`config.mk`:
```
export PLATFORM = sky130hd
export DESIGN_NAME = muldiv_hilo
export DESIGN_NICKNAME = d
export VERILOG_FILES = /design/src/rtl/muldiv_pkg.sv /design/src/rtl/muldiv_mul_core.sv /design/src/rtl/muldiv_div_core.sv /design/src/rtl/muldiv_ctrl.sv /design/src/rtl/muldiv_hilo.sv
export SDC_FILE = /design/constraint.sdc
export NUM_CORES = 1
export LEC_CHECK = 0
export ABC_AREA = 1
export CAP_MARGIN = 20
export CORE_ASPECT_RATIO = 0.8
export CORE_MARGIN = 8
export CORE_UTILIZATION = 40
export CTS_CLUSTER_DIAMETER = 40
export DETAILED_ROUTE_END_ITERATION = 8
export DONT_BUFFER_PORTS = 1
export PLACE_DENSITY = 0.64
export SETUP_SLACK_MARGIN = 0.4
export SLEW_MARGIN = 20
export SYNTH_ARGS = -nofsm -noshare
export SYNTH_HDL_FRONTEND = slang
export SYNTH_SLANG_ARGS = --single-unit
export TNS_END_PERCENT = 10
```
`constraint.sdc`:
```
create_clock -name clk -period 2.7 [get_ports clk]
set_input_delay 0.54 -clock clk [delete_from_list [all_inputs] [get_ports clk]]
set_output_delay 0.54 -clock clk [all_outputs]
set_load 0.01 [all_outputs]
```
`src/rtl/muldiv_pkg.sv`:
```
package muldiv_pkg;

    typedef enum logic [1:0] {
        OP_MULS = 2'b00,
        OP_MULU = 2'b01,
        OP_DIVS = 2'b10,
        OP_DIVU = 2'b11
    } md_op_e;

    typedef enum logic [1:0] {
        ST_IDLE = 2'd0,
        ST_RUN  = 2'd1,
        ST_FIX  = 2'd2
    } md_state_e;

endpackage

```
`src/rtl/muldiv_mul_core.sv`:
```
module muldiv_mul_core #(
    parameter int W = 32
) (
    input  logic           clk,
    input  logic           rst_n,
    input  logic           load,
    input  logic           step,
    input  logic [W-1:0]   mcand_in,
    input  logic [W-1:0]   mplier_in,
    output logic [2*W-1:0] prod
);

    logic [W-1:0]   mcand_q;
    logic [2*W-1:0] acc_q;
    logic [W:0]     partial;

    // add the multiplicand into the upper half when the current multiplier bit is set
    always_comb begin
        partial = {1'b0, acc_q[2*W-1:W]} + (acc_q[0] ? {1'b0, mcand_q} : '0);
    end

    always_ff @(posedge clk or negedge rst_n) begin
        if (!rst_n) begin
            mcand_q <= '0;
            acc_q   <= '0;
        end else if (load) begin
            mcand_q <= mcand_in;
            acc_q   <= {{W{1'b0}}, mplier_in};
        end else if (step) begin
            acc_q   <= {partial, acc_q[W-1:1]};
        end
    end

    assign prod = acc_q;

endmodule

```
`src/rtl/muldiv_div_core.sv`:
```
module muldiv_div_core #(
    parameter int W = 32
) (
    input  logic         clk,
    input  logic         rst_n,
    input  logic         load,
    input  logic         step,
    input  logic [W-1:0] dividend_in,
    input  logic [W-1:0] divisor_in,
    output logic [W-1:0] quot,
    output logic [W-1:0] rem
);

    logic [W-1:0] dsr_q;
    logic [W-1:0] rem_q;
    logic [W-1:0] quo_q;
    logic [W:0]   trial;
    logic [W-1:0] shifted;

    // trial subtraction of the divisor from the remainder with the next dividend bit shifted in
    always_comb begin
        trial   = {rem_q, quo_q[W-1]} - {1'b0, dsr_q};
        shifted = {rem_q[W-2:0], quo_q[W-1]};
    end

    always_ff @(posedge clk or negedge rst_n) begin
        if (!rst_n) begin
            dsr_q <= '0;
            rem_q <= '0;
            quo_q <= '0;
        end else if (load) begin
            dsr_q <= divisor_in;
            rem_q <= '0;
            quo_q <= dividend_in;
        end else if (step) begin
            if (!trial[W]) begin
                rem_q <= trial[W-1:0];
                quo_q <= {quo_q[W-2:0], 1'b1};
            end else begin
                rem_q <= shifted;
                quo_q <= {quo_q[W-2:0], 1'b0};
            end
        end
    end

    assign quot = quo_q;
    assign rem  = rem_q;

endmodule

```
`src/rtl/muldiv_ctrl.sv`:
```
module muldiv_ctrl
    import muldiv_pkg::*;
#(
    parameter int W = 32
) (
    input  logic clk,
    input  logic rst_n,
    input  logic start,
    output logic accept,
    output logic step,
    output logic finish,
    output logic busy
);

    localparam int CW = $clog2(W);

    md_state_e     state_q;
    md_state_e     state_d;
    logic [CW-1:0] iter_q;
    logic          last_iter;

    assign last_iter = (iter_q == CW'(W - 1));

    // next-state selection
    always_comb begin
        state_d = state_q;
        unique case (state_q)
            ST_IDLE: if (start)     state_d = ST_RUN;
            ST_RUN:  if (last_iter) state_d = ST_FIX;
            ST_FIX:                 state_d = ST_IDLE;
            default:                state_d = ST_IDLE;
        endcase
    end

    // state register
    always_ff @(posedge clk or negedge rst_n) begin
        if (!rst_n) state_q <= ST_IDLE;
        else        state_q <= state_d;
    end

    // iteration counter
    always_ff @(posedge clk or negedge rst_n) begin
        if (!rst_n)      iter_q <= '0;
        else if (accept) iter_q <= '0;
        else if (step)   iter_q <= iter_q + 1'b1;
    end

    // outputs
    always_comb begin
        accept = 1'b0;
        step   = 1'b0;
        finish = 1'b0;
        busy   = 1'b0;
        unique case (state_q)
            ST_IDLE: accept = start;
            ST_RUN: begin
                step = 1'b1;
                busy = 1'b1;
            end
            ST_FIX: begin
                finish = 1'b1;
                busy   = 1'b1;
            end
            default: ;
        endcase
    end

endmodule

```
`src/rtl/muldiv_hilo.sv`:
```
module muldiv_hilo
    import muldiv_pkg::*;
#(
    parameter int W = 32
) (
    input  logic         clk,
    input  logic         rst_n,
    input  logic         start,
    input  logic [1:0]   op,
    input  logic [W-1:0] opa,
    input  logic [W-1:0] opb,
    input  logic         mt_hi,
    input  logic         mt_lo,
    input  logic [W-1:0] mt_data,
    input  logic         rd_req,
    input  logic         rd_sel_hi,
    output logic [W-1:0] rd_data,
    output logic         busy,
    output logic         stall
);

    logic           accept;
    logic           step;
    logic           finish;
    md_op_e         op_in;
    logic           signed_op;
    logic           a_neg;
    logic           b_neg;
    logic [W-1:0]   a_mag;
    logic [W-1:0]   b_mag;

    md_op_e         op_q;
    logic           res_neg_q;
    logic           rem_neg_q;
    logic           div_zero_q;
    logic [W-1:0]   dividend_q;

    logic [2*W-1:0] prod;
    logic [W-1:0]   quot;
    logic [W-1:0]   rem;
    logic [2*W-1:0] prod_fix;
    logic [W-1:0]   quot_fix;
    logic [W-1:0]   rem_fix;
    logic [W-1:0]   hi_new;
    logic [W-1:0]   lo_new;
    logic [W-1:0]   hi_q;
    logic [W-1:0]   lo_q;
    logic           mt_ok;

    muldiv_ctrl #(.W(W)) u_ctrl (
        .clk    (clk),
        .rst_n  (rst_n),
        .start  (start),
        .accept (accept),
        .step   (step),
        .finish (finish),
        .busy   (busy)
    );

    // operand magnitudes for the unsigned iterative cores
    always_comb begin
        op_in     = md_op_e'(op);
        signed_op = (op_in == OP_MULS) || (op_in == OP_DIVS);
        a_neg     = signed_op && opa[W-1];
        b_neg     = signed_op && opb[W-1];
        a_mag     = a_neg ? (~opa + 1'b1) : opa;
        b_mag     = b_neg ? (~opb + 1'b1) : opb;
    end

    always_ff @(posedge clk or negedge rst_n) begin
        if (!rst_n) begin
            op_q       <= OP_MULS;
            res_neg_q  <= 1'b0;
            rem_neg_q  <= 1'b0;
            div_zero_q <= 1'b0;
            dividend_q <= '0;
        end else if (accept) begin
            op_q       <= op_in;
            res_neg_q  <= a_neg ^ b_neg;
            rem_neg_q  <= a_neg;
            div_zero_q <= (opb == '0);
            dividend_q <= opa;
        end
    end

    muldiv_mul_core #(.W(W)) u_mul (
        .clk       (clk),
        .rst_n     (rst_n),
        .load      (accept),
        .step      (step),
        .mcand_in  (a_mag),
        .mplier_in (b_mag),
        .prod      (prod)
    );

    muldiv_div_core #(.W(W)) u_div (
        .clk         (clk),
        .rst_n       (rst_n),
        .load        (accept),
        .step        (step),
        .dividend_in (a_mag),
        .divisor_in  (b_mag),
        .quot        (quot),
        .rem         (rem)
    );

    // sign restoration and the zero-divisor pattern
    always_comb begin
        prod_fix = res_neg_q ? (~prod + 1'b1) : prod;
        quot_fix = res_neg_q ? (~quot + 1'b1) : quot;
        rem_fix  = rem_neg_q ? (~rem + 1'b1) : rem;
        if ((op_q == OP_MULS) || (op_q == OP_MULU)) begin
            hi_new = prod_fix[2*W-1:W];
            lo_new = prod_fix[W-1:0];
        end else if (div_zero_q) begin
            hi_new = dividend_q;
            lo_new = '1;
        end else begin
            hi_new = rem_fix;
            lo_new = quot_fix;
        end
    end

    assign mt_ok = !busy && !start;

    always_ff @(posedge clk or negedge rst_n) begin
        if (!rst_n) begin
            hi_q <= '0;
            lo_q <= '0;
        end else if (finish) begin
            hi_q <= hi_new;
            lo_q <= lo_new;
        end else if (mt_ok) begin
            if (mt_hi) hi_q <= mt_data;
            if (mt_lo) lo_q <= mt_data;
        end
    end

    assign rd_data = rd_sel_hi ? hi_q : lo_q;
    assign stall   = rd_req && busy;

endmodule

```
==> flow_metrics.tcl, run 1 <==
set metrics [dict create \
    cts_made_buffers 61 \
    drv_slew 0 \
    r2r_slack_ns 0.19 \
    antenna_left 0 \
    avgSynthCellArea_um2 6.06 \
    setup_tns_ns 0 \
    htree_levels 2 \
    critPathTopFamily "compound AO/OA/AOI/OAI gates" \
    worst_slack_ns 0.192 \
    min_period_over_period_pct 92.9 \
    drive_gt1_share_pct 12.5 \
    dr_total_vias 27903 \
    drc 0 \
    clk_latency_ns 0.63 \
    num_io_pins 139 \
    wirelength_um 112000 \
    path_clk_slew_ns 0.06 \
    cts_sinks 298 \
    synth_enable_flop_cells 0 \
    synthSimpleGateAreaFrac_pct 38.5 \
    dp_cells 4843 \
    path_cells "inv_1 > ha_2 > clkinv_1 > buf_4 > a31oi_1 > o21ai_0 > o211ai_1" \
    worstPathMaxFanout 6 \
    skew_ns 0.0213 \
    cp_num_cells 7 \
    diodes 0 \
    worst_pin_slew_ns 1.17 \
    muxShareOfSynthArea_pct 0.275 \
    period_needed_ns 2.51 \
    grt_pass1_vias 24910 \
    synth_top_family_by_area "simple AND/OR/NAND/NOR gates" \
    arrival_ns 3.05 \
    start_util_pct 40.3 \
    first_pass_iters 6 \
    synth_cell_types 52 \
    antenna_found_initial 2 \
    synth-xor-area-share_pct 1.14 \
    crit_type "reg2reg" \
    whs_ns -0.332 \
    die_x_um 293 \
    utilization_pct 48.6 \
    synth-async-reset-ratio_pct 100 \
    hold_class "in2async" \
    reg2reg_to "lo_q[8]$_DFFE_PN0P_" \
    final_common_cell "nand2_1" \
    cp.required_ns 3.24 \
    synth.cell_area_um2 24600 \
    endpoint "lo_q[8]$_DFFE_PN0P_" \
    portBuffers 0 \
    die_area_um2 69600 \
    die_height_um 238 \
    vias_per_cell 5.59 \
    core_area_um2 60900 \
    grt_pass1_wl_um 164000 \
    setup_viol 0 \
    worstSetupEndpointType "register" \
    synth_compound_area_share_pct 14.8 \
    fin_nets 4296 \
    maxCapViolations 0 \
    relSlewSlack_pct 21.5 \
    outcome "complete, but fails checks" \
    yosysWarnings 0 \
    routabilityCongestion 1.02 \
    track_usage_pct 30.9 \
    wl_per_cell_um 22.5 \
    crit_start "u_ctrl.state_q[0]$_DFFE_PN0P_" \
    slowest_delay_ns 0.42 \
    gr-total-overflow 0 \
    drtIter0Drc 3849 \
    seq_area_frac_synth_pct 30.4 \
    vdd_ir_drop_max_uv 1110 \
    cts_tree "yes" \
    cts_root_buf "clkbuf_16" \
    reg2reg_from "u_ctrl.state_q[0]$_DFFE_PN0P_" \
    max_freq_mhz 399 \
    worstRegToRegCells 7 \
    cts.path.max_buffers 3 \
    rows 81 \
    synth_flop_cell "dfrtp_1" \
    hold_viol_final 298 \
    critPathLaunchType "register" \
    fin_cells 4995 \
    slowest_stage "a31oi_1" \
    post-dp-hpwl_um 86100 \
    dp_slack_ns 0.0415 \
    violations "negative hold slack" \
    area_delta_synth_final_pct 20.6 \
    rsz0062_at_grt "yes" \
    grt_max_degree 299 \
    path_buf_inv 3 \
    synthAdderAreaFrac_pct 3.98 \
    synth_cells 4053 \
    total_leakage_power_nw 15.1 \
    synth_seq_cells 298 \
    syn-num-nets 4235 \
    final_cell_mix "nand2_1, inv_1, nor2_1, o21ai_0, nand3_1" \
    power_density_nw_per_um2 1320 \
]
==> logic make-up after synthesis <==
group,count (synthesis)
and+or+nand+nor,2280
buffers and inverters,695
AOI/OAI and AO/OA,665
DFF,298
adders and majority gates,77
xor gates and xnor gates,32
muxes,6
==> metrics by stage <==
stage                     area, µm²  power (mW)
after global routing          29600        41.4
after floorplan               24600        20.8
after CTS                     28600        37.1
after detailed placement      25900        28.5
after global placement        25900        28.4
final                         29600        39.2
==> state kept, by name, summed over array words and instances (netlist names), 2 cells and up <==
register / flops
u_div.dsr_q: 32
u_ctrl.iter_q: 5
u_div.rem: 32
dividend_q: 32
u_mul.prod: 64
lo_q: 32
u_mul.mcand_q: 31
u_div.quot: 32
u_ctrl.state_q: 2
hi_q: 32
==> routing by layer <==
metal	global-route usage [%]	up-vias	routed length [µm]
met3	11.3	160	17500
met5	0	-	27
li1	-	13149	-
met2	39.1	1598	41100
met1	48.0	12992	51100
met4	6.86	4	2510
==> report_power, final <==
group          switching (mW)  internal, mW  total (mW)
registers                2.03          6.44        8.47
clock network            2.86          5.00        7.86
logic                    15.8          7.07        22.9
==> worst min path at each step <==
stage          startpoint                       endpoint  cells after the start
4_1_cts             rst_n    u_div.dsr_q[28]$_DFFE_PN0P_                      0
2_1_floorplan       rst_n         div_zero_q$_DFFE_PN0P_                      0
3_5_place_dp        rst_n  u_mul.mcand_q[27]$_DFFE_PN0P_                      0
3_3_place_gp        rst_n  u_mul.mcand_q[27]$_DFFE_PN0P_                      0
5_1_grt             rst_n  u_mul.mcand_q[27]$_DFFE_PN0P_                      0
6_report            rst_n  u_mul.mcand_q[27]$_DFFE_PN0P_                      0
==> Yosys cell counts, types with 3 or more instances <==
| cell type | count | share of area [%] |
|---|---|---|
| nand4_1 | 52 | 1.3 |
| dfrtp_1 | 298 | 30 |
| nand3_1 | 342 | 7.0 |
| clkinv_1 | 3 | 0.046 |
| mux2_2 | 6 | 0.28 |
| nor4_1 | 3 | 0.076 |
| nor3_2 | 3 | 0.12 |
| and2_1 | 5 | 0.13 |
| nand3_2 | 5 | 0.20 |
| a22oi_1 | 26 | 0.79 |
| xor2_1 | 18 | 0.64 |
| nand2_4 | 4 | 0.18 |
| a21boi_0 | 3 | 0.092 |
| nand2_2 | 11 | 0.28 |
| nor2_1 | 396 | 6.1 |
| o22ai_1 | 36 | 0.92 |
| nand2_1 | 1375 | 21 |
| o21ai_2 | 4 | 0.14 |
| ha_1 | 75 | 3.8 |
| clkbuf_1 | 90 | 1.4 |
| a21oi_1 | 163 | 3.3 |
| a31oi_1 | 9 | 0.23 |
| buf_1 | 18 | 0.28 |
| buf_2 | 29 | 0.59 |
| nand3b_1 | 17 | 0.52 |
| o21a_1 | 4 | 0.12 |
| a21o_1 | 6 | 0.18 |
| buf_6 | 6 | 0.28 |
| nor3_1 | 39 | 0.79 |
| inv_1 | 546 | 8.3 |
| nor2_2 | 11 | 0.28 |
| o21ai_0 | 355 | 7.2 |
| o21ai_1 | 15 | 0.31 |
| o221ai_1 | 3 | 0.11 |
| or2_2 | 8 | 0.20 |
| xnor2_1 | 14 | 0.50 |
| o211ai_1 | 27 | 0.83 |
| nor2_4 | 4 | 0.18 |
| o21bai_1 | 5 | 0.15 |
==> repair_timing <==
item                       in CTS  in global routing
setup endpoints to repair     116                132
hold endpoints to repair      298                298
buffers inserted               10                 19
gates resized for setup        77                230
pin swaps                      14                 33
cloned                          8                  1
==> cell type report <==
class,count,area [µm²]
multi-input cells,3067,15700
inverters,551,2080
flip-flops and latches,298,7470
clock buffers,73,1650
repair buffers,134,1180
well taps,830,1040
fillers,6316,31300
repair inverters,1,7.51
clock inverters,41,469
Power figures use the tool's default switching activity.
==> run 2: changes to the inputs <==
--- a/constraint.sdc
+++ b/constraint.sdc
@@ -3,2 +3,2 @@
 set_output_delay 0.54 -clock clk [all_outputs]
-set_load 0.01 [all_outputs]
+set_load 0.005 [all_outputs]
==> flow_metrics.tcl, run 2 (same netlist as run 1, synthesis figures left out) <==
set metrics [dict create \
    outcome "complete, but fails checks" \
    violations "negative hold slack" \
    vias_per_cell 5.65 \
    min_period_over_period_pct 93.2 \
    power_density_nw_per_um2 1320 \
    slowest_stage "a31oi_1" \
    power_frac_comb_pct 58.7 \
    antenna_found_initial 0 \
    post-dp-hpwl_um 86400 \
    arrival_ns 3.07 \
    vdd_ir_drop_max_uv 1240 \
    skew_ns 0.0256 \
    period_needed_ns 2.52 \
    path_buf_inv 3 \
    cts_tree "yes" \
    path_cells "inv_1 > ha_2 > clkinv_1 > buf_4 > a31oi_1 > o21ai_0 > o211ai_1" \
    wirelength_um 113000 \
    dr_total_vias 28267 \
    crit_type "reg2reg" \
    switching_share_pct 53.1 \
    cts_root_buf "clkbuf_16" \
    maxCapViolations 0 \
    r2r_slack_ns 0.18 \
    core_area_um2 60900 \
    wl_per_cell_um 22.6 \
    die_x_um 293 \
    whs_ns -0.383 \
    cts_hold_buf 1 \
    reg2reg_to "lo_q[8]$_DFFE_PN0P_" \
    diodes 0 \
    setup_tns_ns 0 \
    critPathLaunchType "register" \
    worstRegToRegCells 7 \
    routabilityCongestion 1.02 \
    final_common_cell "nand2_1" \
    hold_viol_final 298 \
    critPathTopFamily "compound AO/OA/AOI/OAI gates" \
    drc 0 \
    cts.path.max_buffers 3 \
    relSlewSlack_pct 24.2 \
    die_height_um 238 \
    grt_pass1_vias 25146 \
    drtIter0Drc 3984 \
    seq_power_share_pct 21.6 \
    htree_levels 2 \
    pwr-share-clk_pct 19.7 \
    power.switching_mw 20.9 \
    path_clk_slew_ns 0.06 \
    rsz0062_at_grt "yes" \
    grt_pass1_wl_um 164000 \
    setup_viol 0 \
    fin_cells 5002 \
    start_util_pct 40.3 \
    fin_area_um2 29900 \
    intPower_mw 18.5 \
    cts_sinks 298 \
    cp.required_ns 3.25 \
    fin_nets 4303 \
    first_pass_iters 6 \
    gr-total-overflow 0 \
    total_leakage_power_nw 15.1 \
    rows 81 \
    worst_pin_slew_ns 1.13 \
    cts_made_buffers 59 \
    worstPathMaxFanout 6 \
    area_delta_synth_final_pct 21.7 \
    placed_area_um2 25900 \
    drv_slew 0 \
    portBuffers 0 \
    num_io_pins 139 \
    antenna_left 0 \
    crit_start "u_ctrl.state_q[0]$_DFFE_PN0P_" \
    hold_class "in2async" \
    dp_cells 4843 \
    clk_latency_ns 0.64 \
    largest_reg_flops 64 \
    power_mw 39.4 \
    die_area_um2 69600 \
    final_cell_mix "nand2_1, inv_1, nor2_1, o21ai_0, nand3_1" \
    max_freq_mhz 397 \
    track_usage_pct 30.9 \
    reg2reg_from "u_ctrl.state_q[0]$_DFFE_PN0P_" \
    drive_gt1_share_pct 13.5 \
    slowest_delay_ns 0.39 \
    grt_max_degree 299 \
    worstSetupEndpointType "register" \
]
run 2: worst max-delay path by stage:
stage,end,slack (ns),cells past startpoint
floorplan,u_mul.prod[47]$_DFFE_PN0P_,0.36,17
global placement,u_div.rem[30]$_DFFE_PN0P_,0.09,17
detailed placement,u_div.rem[30]$_DFFE_PN0P_,0.05,17
CTS,u_mul.prod[63]$_DFFE_PN0P_,0.26,14
global route,u_mul.prod[61]$_DFFE_PN0P_,0.19,13
finish,lo_q[8]$_DFFE_PN0P_,0.18,7
run 2: power groups by stage:
stage | Sequential, mW | Combinational [mW] | Clock [mW]
floorplan | 7.53 | 13.2 | 0
finish | 8.53 | 23.1 | 7.77
CTS | 8.31 | 20.7 | 7.81
global route | 8.66 | 25.0 | 8.03
detailed placement | 8.35 | 20.1 | 0
global placement | 8.34 | 20.0 | 0
run 2: routing by layer:
| layer | track usage, % | routed length, µm | vias to the layer above |
|---|---|---|---|
| met4 | 6.84 | 2550 | 0 |
| met1 | 48.0 | 51200 | 13296 |
| li1 | - | - | 13159 |
| met3 | 11.5 | 17400 | 155 |
| met5 | 0 | 0 | - |
| met2 | 39.2 | 41700 | 1657 |
run 2: what timing repair did:
item	in CTS	in global routing
setup buffers	9	26
endpoints found under the setup margin	117	129
pin swaps	14	50
endpoints found under the hold margin	299	298
cloned	7	4
gates resized for setup	69	290
run 2: area by class of cell:
cell class	instances	area, µm²
fillers	6311	31000
multi-input cells	3067	15900
flip-flops and latches	298	7470
inverters	551	2080
clock buffers	67	1550
repair buffers	143	1270
well taps	830	1040
clock inverters	45	562
repair inverters	1	7.51
run 2: metrics by stage:
step | hold slack [ns] | util (%) | setup WS, ns
floorplan | 0.244 | - | 0.361
CTS | -0.407 | 46.9 | 0.257
global placement | 0.280 | 42.5 | 0.0919
global route | -0.410 | 49.1 | 0.189
detailed placement | 0.275 | 42.5 | 0.0510
finish | -0.383 | 49.1 | 0.183
